<file path="src/rtl/sirq_pkg.sv">
// Package: shared operation encoding for the software interrupt register.
// Assumes the write port carries a 2-bit operation code.
package sirq_pkg;
    typedef enum logic [1:0] {
        OP_LOAD  = 2'd0,
        OP_SET   = 2'd1,
        OP_CLR   = 2'd2,
        OP_LEVEL = 2'd3
    } sirq_op_e;
endpackage

</file>
<file path="src/rtl/sirq_store.sv">
// sirq_store: holds the request bits and the interrupt level.
// It applies one software operation per cycle, then ORs in the hardware set bits.
// Assumes DATA_W >= NBITS and DATA_W >= LVL_W.
module sirq_store #(
    parameter int NBITS  = 17,
    parameter int DATA_W = 32,
    parameter int LVL_W  = 4
) (
    input  logic              clk,
    input  logic              rst_n,
    input  logic              wr_en,
    input  logic [1:0]        wr_op,
    input  logic [DATA_W-1:0] wr_data,
    input  logic [NBITS-1:0]  hw_set,
    output logic [NBITS-1:0]  bits_q,
    output logic [LVL_W-1:0]  lvl_q
);
    import sirq_pkg::*;

    logic [NBITS-1:0] wdat;
    logic [NBITS-1:0] after_wr;
    logic [NBITS-1:0] bits_d;
    logic [LVL_W-1:0] lvl_d;

    assign wdat = wr_data[NBITS-1:0];

    // Next-state: apply the software operation first, then the hardware set.
    always_comb begin
        after_wr = bits_q;
        lvl_d    = lvl_q;
        if (wr_en) begin
            case (sirq_op_e'(wr_op))
                OP_LOAD:  after_wr = wdat;
                OP_SET:   after_wr = bits_q | wdat;
                OP_CLR:   after_wr = bits_q & ~wdat;
                OP_LEVEL: lvl_d    = wr_data[LVL_W-1:0];
                default:  after_wr = bits_q;
            endcase
        end
        bits_d = after_wr | hw_set;
    end

    // State registers with synchronous active-low reset.
    always_ff @(posedge clk) begin
        if (!rst_n) begin
            bits_q <= '0;
            lvl_q  <= '0;
        end else begin
            bits_q <= bits_d;
            lvl_q  <= lvl_d;
        end
    end
endmodule

</file>
<file path="src/rtl/sirq_mask.sv">
// sirq_mask: compares each request bit with the interrupt level and registers the result.
// The lowest and highest bits are timer bits and use a fixed threshold.
// Every bit in between uses its own index as its threshold.
// Assumes NBITS >= 3.
module sirq_mask #(
    parameter int NBITS     = 17,
    parameter int LVL_W     = 4,
    parameter int TIMER_LVL = 14
) (
    input  logic             clk,
    input  logic             rst_n,
    input  logic [NBITS-1:0] bits_q,
    input  logic [LVL_W-1:0] lvl_q,
    output logic [NBITS-1:0] pend_q
);
    localparam logic [31:0] TIMER_THR = TIMER_LVL;

    logic [31:0]      lvl_ext;
    logic             timer_open;
    logic [NBITS-1:0] pend_d;

    assign lvl_ext    = {{(32-LVL_W){1'b0}}, lvl_q};
    assign timer_open = lvl_ext < TIMER_THR;

    // Per-bit gate: the timer bits use the threshold, the other bits compare their index.
    for (genvar i = 0; i < NBITS; i++) begin : g_gate
        if (i == 0 || i == NBITS-1) begin : g_timer
            assign pend_d[i] = bits_q[i] & timer_open;
        end else begin : g_index
            localparam logic [31:0] IDX = i;
            assign pend_d[i] = bits_q[i] & (IDX > lvl_ext);
        end
    end

    // Pending register, updated every cycle from the current register and level.
    always_ff @(posedge clk) begin
        if (!rst_n) pend_q <= '0;
        else        pend_q <= pend_d;
    end
endmodule

</file>
<file path="src/rtl/sirq_unit.sv">
// sirq_unit: top of the software interrupt register.
// It maps the two timer match inputs onto the end bits, then chains the store and the mask stages.
// Assumes a single clock domain and a synchronous active-low reset.
module sirq_unit #(
    parameter int NBITS     = 17,
    parameter int DATA_W    = 32,
    parameter int LVL_W     = 4,
    parameter int TIMER_LVL = 14
) (
    input  logic              clk,
    input  logic              rst_n,
    input  logic              wr_en,
    input  logic [1:0]        wr_op,
    input  logic [DATA_W-1:0] wr_data,
    input  logic              tick_match,
    input  logic              stick_match,
    output logic [NBITS-1:0]  bits_o,
    output logic [LVL_W-1:0]  level_o,
    output logic [NBITS-1:0]  pend_o
);
    logic [NBITS-1:0] hw_set;

    // Route the timer matches onto the low and high request bits.
    always_comb begin
        hw_set          = '0;
        hw_set[0]       = tick_match;
        hw_set[NBITS-1] = stick_match;
    end

    sirq_store #(.NBITS(NBITS), .DATA_W(DATA_W), .LVL_W(LVL_W)) u_store (
        .clk(clk), .rst_n(rst_n), .wr_en(wr_en), .wr_op(wr_op),
        .wr_data(wr_data), .hw_set(hw_set), .bits_q(bits_o), .lvl_q(level_o)
    );

    sirq_mask #(.NBITS(NBITS), .LVL_W(LVL_W), .TIMER_LVL(TIMER_LVL)) u_mask (
        .clk(clk), .rst_n(rst_n), .bits_q(bits_o), .lvl_q(level_o), .pend_q(pend_o)
    );
endmodule

</file>
<file path="config.mk">
export PLATFORM = sky130hd
export DESIGN_NAME = sirq_unit
export DESIGN_NICKNAME = d
export VERILOG_FILES = /design/src/rtl/sirq_pkg.sv /design/src/rtl/sirq_store.sv /design/src/rtl/sirq_mask.sv /design/src/rtl/sirq_unit.sv
export SDC_FILE = /design/constraint.sdc
export NUM_CORES = 1
export LEC_CHECK = 0
export ABC_AREA = 1
export BUFFER_PORTS_ARGS = -buffer_cell sky130_fd_sc_hd__buf_2
export CAP_MARGIN = 20
export CORE_MARGIN = 2
export CORE_UTILIZATION = 43
export CTS_BUF_LIST = sky130_fd_sc_hd__clkbuf_8
export CTS_CLUSTER_SIZE = 20
export DETAILED_ROUTE_END_ITERATION = 12
export GPL_ROUTABILITY_DRIVEN = 0
export PLACE_DENSITY_LB_ADDON = 0.05
export SLEW_MARGIN = 20
export SYNTH_ARGS = -nofsm -noshare
export SYNTH_HDL_FRONTEND = slang
export SYNTH_SLANG_ARGS = --single-unit
</file>
<file path="constraint.sdc">
create_clock -name clk -period 0.9 [get_ports clk]
set_input_delay 0.045 -clock clk [delete_from_list [all_inputs] [get_ports clk]]
set_output_delay 0.045 -clock clk [all_outputs]
set_load 0.03 [all_outputs]
</file>
==> impl_metrics.json, run 1 <==
{
  "worstPathRequired_ns": 0.85,
  "maxCapViolations": 0,
  "whs_ns": 0.0554,
  "status": "complete, but fails checks",
  "grt.total_usage_pct": 20.6,
  "start_util_pct": 45.2,
  "setup_tns_ns": -0.0181,
  "power.total_w": 0.00374,
  "yosys-top-cells-area": "dfxtp_1 (45%), nand2_1 (20%), inv_1 (11%)",
  "crit_arrival_ns": 0.87,
  "fin_nets": 372,
  "grt-ovfl-total": 0,
  "worst_skew_pair.late_latency_ns": 0.29,
  "netlist.area_leader.share_pct": 45.3,
  "ys_ff_latch": 38,
  "grt_max_degree": 16,
  "crit_path_max_fanout": 3,
  "preCtsSetupSlack_ns": 0.0344,
  "vdd_drop_max_uv": 767,
  "ant_nets": 0,
  "synth_warnings": 0,
  "max-slew-margin-rel_pct": 86.2,
  "hold_class": "in -> reg",
  "worst_setup_path_end_kind": "output port",
  "place.port_buffers": 61,
  "dp_hpwl_mm": 2.92,
  "wl_per_cell_um": 11.1,
  "drt-vias-per-instance": 4.44,
  "synth_top_area_cell": "dfxtp_1",
  "grt_pass1_vias": 1495,
  "wl_mm": 4.22,
  "route.vias.total": 1696,
  "clk_pin_slew_ns": 0.07,
  "worst_pin_slew_ns": 0.206,
  "antenna_cells_inserted": 0,
  "grt_pass1_wl_mm": 6.71,
  "hold_violations": 0,
  "fin_crit_sh_pct": 102,
  "syn_avg_cell_area_um2": 6.94,
  "core-area_mm2": 0.00372,
  "drive_above_1_share_pct": 35.3,
  "grt_setup_unrepaired": "yes",
  "cts_buffer_depth": 2,
  "finalWorstSetupSlack_ns": -0.0181,
  "mappedNetlistArea_mm2": 0.00168,
  "fp-row-count": 22,
  "ios": 77,
  "skew_ns": 0.00662,
  "maxClockFrequency_mhz": 1090,
  "synth_cell_types": 23,
  "p_leak_nw": 1.51,
  "antenna_found_initial": 0,
  "die_h_um": 66.5,
  "first_iter_violations": 69,
  "die_w_um": 66.5,
  "synth_nets": 281,
  "dieArea_mm2": 0.00442,
  "cts_buffers": 5,
  "cts-root-buf": "clkbuf_8",
  "syn_inst": 242,
  "slew_viol_final": 0,
  "p_per_area_mw_per_mm2": 1490,
  "violations": "negative setup slack",
  "start_kind": "flop",
  "cts_htree_levels": 2,
  "dr.pass1.iters": 5,
  "path_class": "reg -> out",
  "cts_tree": "yes",
  "seq_area_frac_synth_pct": 45.3,
  "area_growth_pct": 49.6,
  "period_needed_ns": 0.918,
  "fillers": 333,
  "drt_drc_violations_left": 0,
  "setup_viol": 1,
  "cts.sinks": 38
}
## critical path, stage by stage, from the launching register on
cell and delay [ns]:
dfxtp_4 0.35, buf_6 0.11, buf_6 0.13
## power breakdown
part	internal (W)	leakage, nW	switching [W]
Clock	0.000607	0.0524	0.000591
Combinational	0.000310	1.15	0.000427
Sequential	0.00176	0.315	0.0000496
## metal layers
metal  GRT usage, %  vias to the layer above  part of all wire (%)
li1               -                      908                     -
met1           26.2                      718                    44
met2           34.1                       65                    48
met3           4.90                        5                   7.1
met4           6.89                        0                   1.3
met5              0                        -                     0
## cell usage in the layout (no fill, tap or decap), drive strengths merged
| master | n |
|---|---|
| a211oi | 2 |
| a21oi | 8 |
| a31oi | 1 |
| buf | 75 |
| clkbuf | 8 |
| clkinv | 1 |
| dfxtp | 38 |
| dlygate4sd3 | 15 |
| inv | 50 |
| nand2 | 90 |
| nand3 | 24 |
| nor2 | 14 |
| nor3 | 1 |
| nor3b | 2 |
| o21ai | 4 |
| or2 | 1 |
## cell usage after synthesis (all sizes together)
master,number
a211oi,2
a21oi,8
a31oi,1
buf,5
clkbuf,3
dfxtp,38
inv,49
nand2,90
nand3,24
nor2,14
nor3,1
nor3b,2
o21ai,4
or2,1
## registers in the layout, indices dropped and copies added (netlist names)
register and cells:
u_mask.pend_q 17, u_store.bits_q 17, u_store.lvl_q 4
## cell families after synthesis
logic type,synth area share [%]
simple gates,34.6
buf+inv,15.1
flops,45.3
compound gates,5.06
## per-stage QoR
stage | instances | util (%) | area [um^2]
global route | 382 | 67.6 | 2510
detailed placement | 356 | 57.7 | 2140
floorplan | 242 | - | 1740
finish | 382 | 67.6 | 2510
global placement | 356 | 57.7 | 2140
CTS | 382 | 66.6 | 2470
## area by class of cell
| cell class | instances | area, um^2 | area share (%) |
|---|---|---|---|
| Clock buffer | 6 | 82.6 | 3.29 |
| Clock inverter | 2 | 8.76 | 0.348 |
| Inverter | 49 | 189 | 7.52 |
| Multi-Input combinational cell | 147 | 728 | 29.0 |
| Sequential cell | 38 | 782 | 31.1 |
| Tap cell | 48 | 60.1 | 2.39 |
| Timing Repair Buffer | 92 | 663 | 26.4 |
## path summary, 6_finish.rpt
path / startpoint / end / slack, ns / depth (start not counted)
worst min register to register: u_store.bits_q[12]$_SDFFE_PN0P_ / u_mask.pend_q[12]$_SDFF_PN0_ / 0.46 / 2
worst max-delay path: u_store.lvl_q[2]$_SDFFE_PN0P_ / level_o[2] / -0.02 / 2
worst min-delay path: wr_data[0] / u_store.lvl_q[0]$_SDFFE_PN0P_ / 0.06 / 3
worst max register to register: u_store.lvl_q[2]$_SDFFE_PN0P_ / u_mask.pend_q[1]$_SDFF_PN0_ / 0.03 / 4
## repair_timing
action                                  in CTS  in global routing
endpoints found under the setup margin      10                 21
hold buffers                                15                  0
endpoints found under the hold margin       15                  0
gates resized for setup                     23                 19
setup buffers                                3                  1
pin swaps                                    0                  2
Note: power is estimated with default switching activity, not from simulation.
==> run 2: changes to the inputs <==
--- a/config.mk
+++ b/config.mk
@@ -8,6 +8,7 @@
 export ABC_AREA = 1
 export BUFFER_PORTS_ARGS = -buffer_cell sky130_fd_sc_hd__buf_2
 export CAP_MARGIN = 20
+export CORE_ASPECT_RATIO = 1.4
 export CORE_MARGIN = 2
 export CORE_UTILIZATION = 43
 export CTS_BUF_LIST = sky130_fd_sc_hd__clkbuf_8
@@ -15,7 +16,9 @@
 export DETAILED_ROUTE_END_ITERATION = 12
 export GPL_ROUTABILITY_DRIVEN = 0
 export PLACE_DENSITY_LB_ADDON = 0.05
+export REMOVE_ABC_BUFFERS = 1
 export SLEW_MARGIN = 20
 export SYNTH_ARGS = -nofsm -noshare
 export SYNTH_HDL_FRONTEND = slang
 export SYNTH_SLANG_ARGS = --single-unit
+export TNS_END_PERCENT = 10
==> impl_metrics.json, run 2 (same netlist as run 1, synthesis figures left out) <==
{
  "status": "complete, but fails checks",
  "violations": "negative setup slack",
  "path_class": "reg -> out",
  "hold_class": "in -> reg",
  "cts.sinks": 38,
  "start_kind": "flop",
  "start_util_pct": 45.3,
  "crit_arrival_ns": 0.88,
  "wl_mm": 4.17,
  "route.met3.wl_um": 243,
  "period_needed_ns": 0.930,
  "cts_buffers": 5,
  "p_leak_nw": 1.51,
  "dieArea_mm2": 0.00443,
  "power.total_w": 0.00375,
  "worst_skew_pair.late_latency_ns": 0.29,
  "layout_common_cells": "nand2_1 (87), inv_1 (48), buf_2 (46)",
  "dr.max_layer_used": "met4",
  "grt-ovfl-total": 0,
  "grt_pass1_vias": 1554,
  "preCtsSetupSlack_ns": -0.0501,
  "max-slew-margin-rel_pct": 81.9,
  "drive_above_1_share_pct": 33.5,
  "met2_length_mm": 2.09,
  "wl_met1_mm": 1.78,
  "hold_violations": 0,
  "cts_htree_levels": 2,
  "reg.largest.list": "u_mask.pend_q x17, u_store.bits_q x17, u_store.lvl_q x4",
  "worstPathRequired_ns": 0.85,
  "grt_pass1_wl_mm": 6.96,
  "antenna_cells_inserted": 0,
  "critPathCapture": "level_o[2]",
  "grt.total_usage_pct": 20.0,
  "core-area_mm2": 0.00371,
  "drt_drc_violations_left": 0,
  "first_iter_violations": 24,
  "slew_viol_final": 0,
  "finalWorstSetupSlack_ns": -0.0299,
  "drt-vias-per-instance": 4.51,
  "grt_setup_unrepaired": "yes",
  "ant_nets": 0,
  "maxCapViolations": 0,
  "r2r_setup_slack_ns": 0,
  "worst_pin_slew_ns": 0.272,
  "clk_pin_slew_ns": 0.07,
  "reg2reg_from": "u_store.lvl_q[3]$_SDFFE_PN0P_",
  "whs_ns": 0.0321,
  "dr.pass1.iters": 4,
  "area_growth_pct": 48.8,
  "crit_start": "u_store.lvl_q[2]$_SDFFE_PN0P_",
  "cts-root-buf": "clkbuf_8",
  "cts_tree": "yes",
  "die_h_um": 78.0,
  "fp-row-count": 26,
  "crit_path_max_fanout": 4,
  "route.vias.total": 1711,
  "cts_buffer_depth": 2,
  "mostFrequentLayoutCell": "nand2_1",
  "vdd_drop_max_uv": 1420,
  "grt_max_degree": 16,
  "fin_crit_sh_pct": 103,
  "place.port_buffers": 61,
  "wl_per_cell_um": 11.0,
  "maxClockFrequency_mhz": 1080,
  "die_w_um": 56.8,
  "worst_setup_path_end_kind": "output port",
  "ios": 77,
  "antenna_found_initial": 0,
  "skew_ns": 0.00436,
  "dp_hpwl_mm": 2.79,
  "p_per_area_mw_per_mm2": 1500,
  "setup_viol": 5,
  "r2r-end": "u_mask.pend_q[10]$_SDFF_PN0_",
  "r2r_cells": 3,
  "fin_nets": 375
}
[run 2: per-layer routing]
| metal | vias up | global-route usage (%) |
|---|---|---|
| met1 | 747 | 24.0 |
| li1 | 905 | - |
| met5 | - | 0 |
| met2 | 54 | 35.0 |
| met3 | 5 | 4.67 |
| met4 | 0 | 6.51 |
[run 2: layout make-up]
class                   count  area [um^2]
multi-input cells         147          691
well taps                  42         52.6
flip-flops and latches     38          778
fillers                   360         1210
repair buffers             95          703
clock inverters             2         8.76
clock buffers               6         82.6
inverters                  49          184
[run 2: timing repair]
action,in CTS,in global routing
gates cloned,0,0
endpoints found under the hold margin,15,0
setup endpoints to repair,18,23
gates resized for setup,23,25
pin swaps,0,1
setup buffers,1,2
hold buffers,15,0
[run 2: worst max-delay path, cell delays in order (launching register included)]
cell and delay, ns:
dfxtp_4 0.35, buf_6 0.12, buf_6 0.13
[run 2: worst min path at each step]
stage	endpoint	depth (start not counted)	slack, ns	from
2_1_floorplan	u_store.bits_q[11]$_SDFFE_PN0P_	2	0.16	wr_data[11]
3_3_place_gp	u_store.bits_q[4]$_SDFFE_PN0P_	3	0.26	wr_data[4]
3_5_place_dp	u_store.bits_q[7]$_SDFFE_PN0P_	3	0.26	wr_data[7]
4_1_cts	u_store.lvl_q[0]$_SDFFE_PN0P_	3	0.03	wr_data[0]
5_1_grt	u_store.lvl_q[0]$_SDFFE_PN0P_	3	0.05	wr_data[0]
6_report	u_store.lvl_q[0]$_SDFFE_PN0P_	3	0.03	wr_data[0]
[run 2: metrics by stage]
step                instance area [um^2]  utilization (%)  std cells  TNS, ns
finish                              2500             67.4        379  -0.0676
global route                        2500             67.4        379   -0.290
CTS                                 2440             65.8        377   -0.151
detailed placement                  2130             57.3        353   -0.727
global placement                    2130             57.3        353   -0.540
floorplan                           1610                -        234    -2.26
[run 2: power by group]
part | leakage, nW | switching, W | internal [W]
sequential | 0.315 | 0.0000414 | 0.00176
combinational | 1.14 | 0.000425 | 0.000316
clock | 0.0524 | 0.000609 | 0.000607
==> run 3: changes to the inputs <==
--- a/config.mk
+++ b/config.mk
@@ -9,7 +9,7 @@
 export BUFFER_PORTS_ARGS = -buffer_cell sky130_fd_sc_hd__buf_2
 export CAP_MARGIN = 20
 export CORE_ASPECT_RATIO = 1.4
-export CORE_MARGIN = 2
+export CORE_MARGIN = 8
 export CORE_UTILIZATION = 43
 export CTS_BUF_LIST = sky130_fd_sc_hd__clkbuf_8
 export CTS_CLUSTER_SIZE = 20
==> impl_metrics.json, run 3 (same netlist as run 1, synthesis figures left out) <==
{
  "status": "complete, but fails checks",
  "violations": "negative setup slack",
  "instances_no_fill": 376,
  "r2r_cells": 3,
  "grt.total_usage_pct": 14.6,
  "dp_hpwl_mm": 3.13,
  "worst_pin_slew_ns": 0.210,
  "wl_mm": 4.30,
  "die_w_um": 68.8,
  "cts_htree_levels": 2,
  "grt_pass1_wl_mm": 7.21,
  "p_leak_nw": 1.49,
  "power.share.combinational_pct": 18.2,
  "fin_crit_sh_pct": 102,
  "path_class": "reg -> out",
  "area_growth_pct": 46.8,
  "power.total_w": 0.00397,
  "antenna_found_initial": 0,
  "worst_skew_pair.late_latency_ns": 0.28,
  "ant_nets": 0,
  "cts-root-buf": "clkbuf_8",
  "hold_violations": 0,
  "drt-vias-per-instance": 4.50,
  "start_util_pct": 43.6,
  "setup_viol": 4,
  "switchingPower_w": 0.00102,
  "whs_ns": 0.00640,
  "crit_path_max_fanout": 4,
  "cts_tree": "yes",
  "core-area_mm2": 0.00385,
  "r2r-end": "u_mask.pend_q[6]$_SDFF_PN0_",
  "drt_drc_violations_left": 0,
  "wl_per_cell_um": 11.4,
  "hold_class": "in -> reg",
  "cts.sinks": 38,
  "cts_buffers": 5,
  "worst_setup_path_end_kind": "output port",
  "r2r_setup_slack_ns": 0.01,
  "mostFrequentLayoutCell": "nand2_1",
  "placed_cells": 353,
  "drive_above_1_share_pct": 31.8,
  "antenna_cells_inserted": 0,
  "clkPwrFrac_pct": 36.5,
  "grt_max_degree": 16,
  "critPathCapture": "level_o[1]",
  "max-slew-margin-rel_pct": 86.0,
  "grt_pass1_vias": 1684,
  "period_needed_ns": 0.920,
  "crit_arrival_ns": 0.87,
  "maxCapViolations": 0,
  "clk_pin_slew_ns": 0.07,
  "place.port_buffers": 61,
  "reg2reg_from": "u_store.lvl_q[3]$_SDFFE_PN0P_",
  "vdd_drop_max_uv": 1250,
  "p_per_area_mw_per_mm2": 1610,
  "worstPathRequired_ns": 0.85,
  "layout_common_cells": "nand2_1 (87), inv_1 (48), buf_2 (47)",
  "route.vias.total": 1693,
  "slew_viol_final": 0,
  "dr.pass1.iters": 4,
  "crit_start": "u_store.lvl_q[1]$_SDFFE_PN0P_",
  "pwr-share-seq_pct": 45.3,
  "grt-ovfl-total": 0,
  "fp-row-count": 27,
  "maxClockFrequency_mhz": 1090,
  "start_kind": "flop",
  "grt_setup_unrepaired": "yes",
  "first_iter_violations": 61,
  "skew_ns": 0.00576,
  "cts_buffer_depth": 2,
  "dieArea_mm2": 0.00619,
  "fin_nets": 372,
  "final_util_pct": 64.0,
  "internal_power_w": 0.00294,
  "ios": 77,
  "switching_share_pct": 25.8,
  "setup_tns_ns": -0.0579,
  "reg.largest.list": "u_mask.pend_q x17, u_store.bits_q x17, u_store.lvl_q x4",
  "finalWorstSetupSlack_ns": -0.0197,
  "die_h_um": 90.0
}
run 3: changes by cell type in the layout (fill, tap and decap cells not counted), sizes merged:
| cell | previous run | this run |
|---|---|---|
| inv | 50 | 49 |
| bufinv | 0 | 1 |
| clkinv | 1 | 0 |
| dlygate4sd3 | 15 | 14 |
| buf | 80 | 78 |
run 3: layout make-up:
cell class                      count  area (um^2)
Timing Repair Buffer               92          659
Sequential cell                    38          772
Clock buffer                        6         82.6
Tap cell                           43         53.8
Fill cell                         393         1390
Inverter                           49          184
Clock inverter                      1         30.0
Multi-Input combinational cell    147          684
run 3: layer usage:
metal / share of wire (%) / GRT usage, %
met1: 40 / 15.1
met2: 51 / 25.5
met3: 8.1 / 4.35
met4: 1.4 / 6.05
met5: 0 / 0
run 3: metrics by stage:
stage,worst slack [ns],instance area (um^2)
2_1_floorplan,-0.280,1610
3_3_place_gp,0.00867,2110
3_5_place_dp,-0.00705,2110
4_1_cts,-0.0295,2430
5_1_grt,-0.0585,2470
6_report,-0.0197,2470
run 3: worst max-delay path, stage by stage, from the launching register on:
cell and delay [ns]:
dfxtp_4 0.36, buf_6 0.11, buf_6 0.13
run 3: power groups by stage:
stage | Sequential, W | Combinational (W) | Clock (W)
floorplan | 0.00198 | 0.000207 | 0
global placement | 0.00183 | 0.000630 | 0
detailed placement | 0.00183 | 0.000633 | 0
CTS | 0.00179 | 0.000714 | 0.00149
global route | 0.00180 | 0.000793 | 0.00157
finish | 0.00180 | 0.000722 | 0.00145
run 3: timing repair:
item / in CTS / in global routing
hold endpoints to repair: 14 / 0
endpoints found under the setup margin: 9 / 22
buffers inserted: 2 / 0
pin swaps: 0 / 1
resized for setup: 20 / 21
hold buffers: 14 / 0
run 3: worst min-delay path by stage:
stage                      from                         endpoint  slack (ns)  cells past startpoint
floorplan           wr_data[11]  u_store.bits_q[11]$_SDFFE_PN0P_        0.16                      2
global placement     wr_data[4]   u_store.bits_q[4]$_SDFFE_PN0P_        0.26                      3
detailed placement   wr_data[9]   u_store.bits_q[9]$_SDFFE_PN0P_        0.26                      3
CTS                  wr_data[1]   u_store.bits_q[1]$_SDFFE_PN0P_       0.003                      3
global route         wr_data[1]   u_store.bits_q[1]$_SDFFE_PN0P_        0.02                      3
finish               wr_data[1]   u_store.bits_q[1]$_SDFFE_PN0P_       0.006                      3
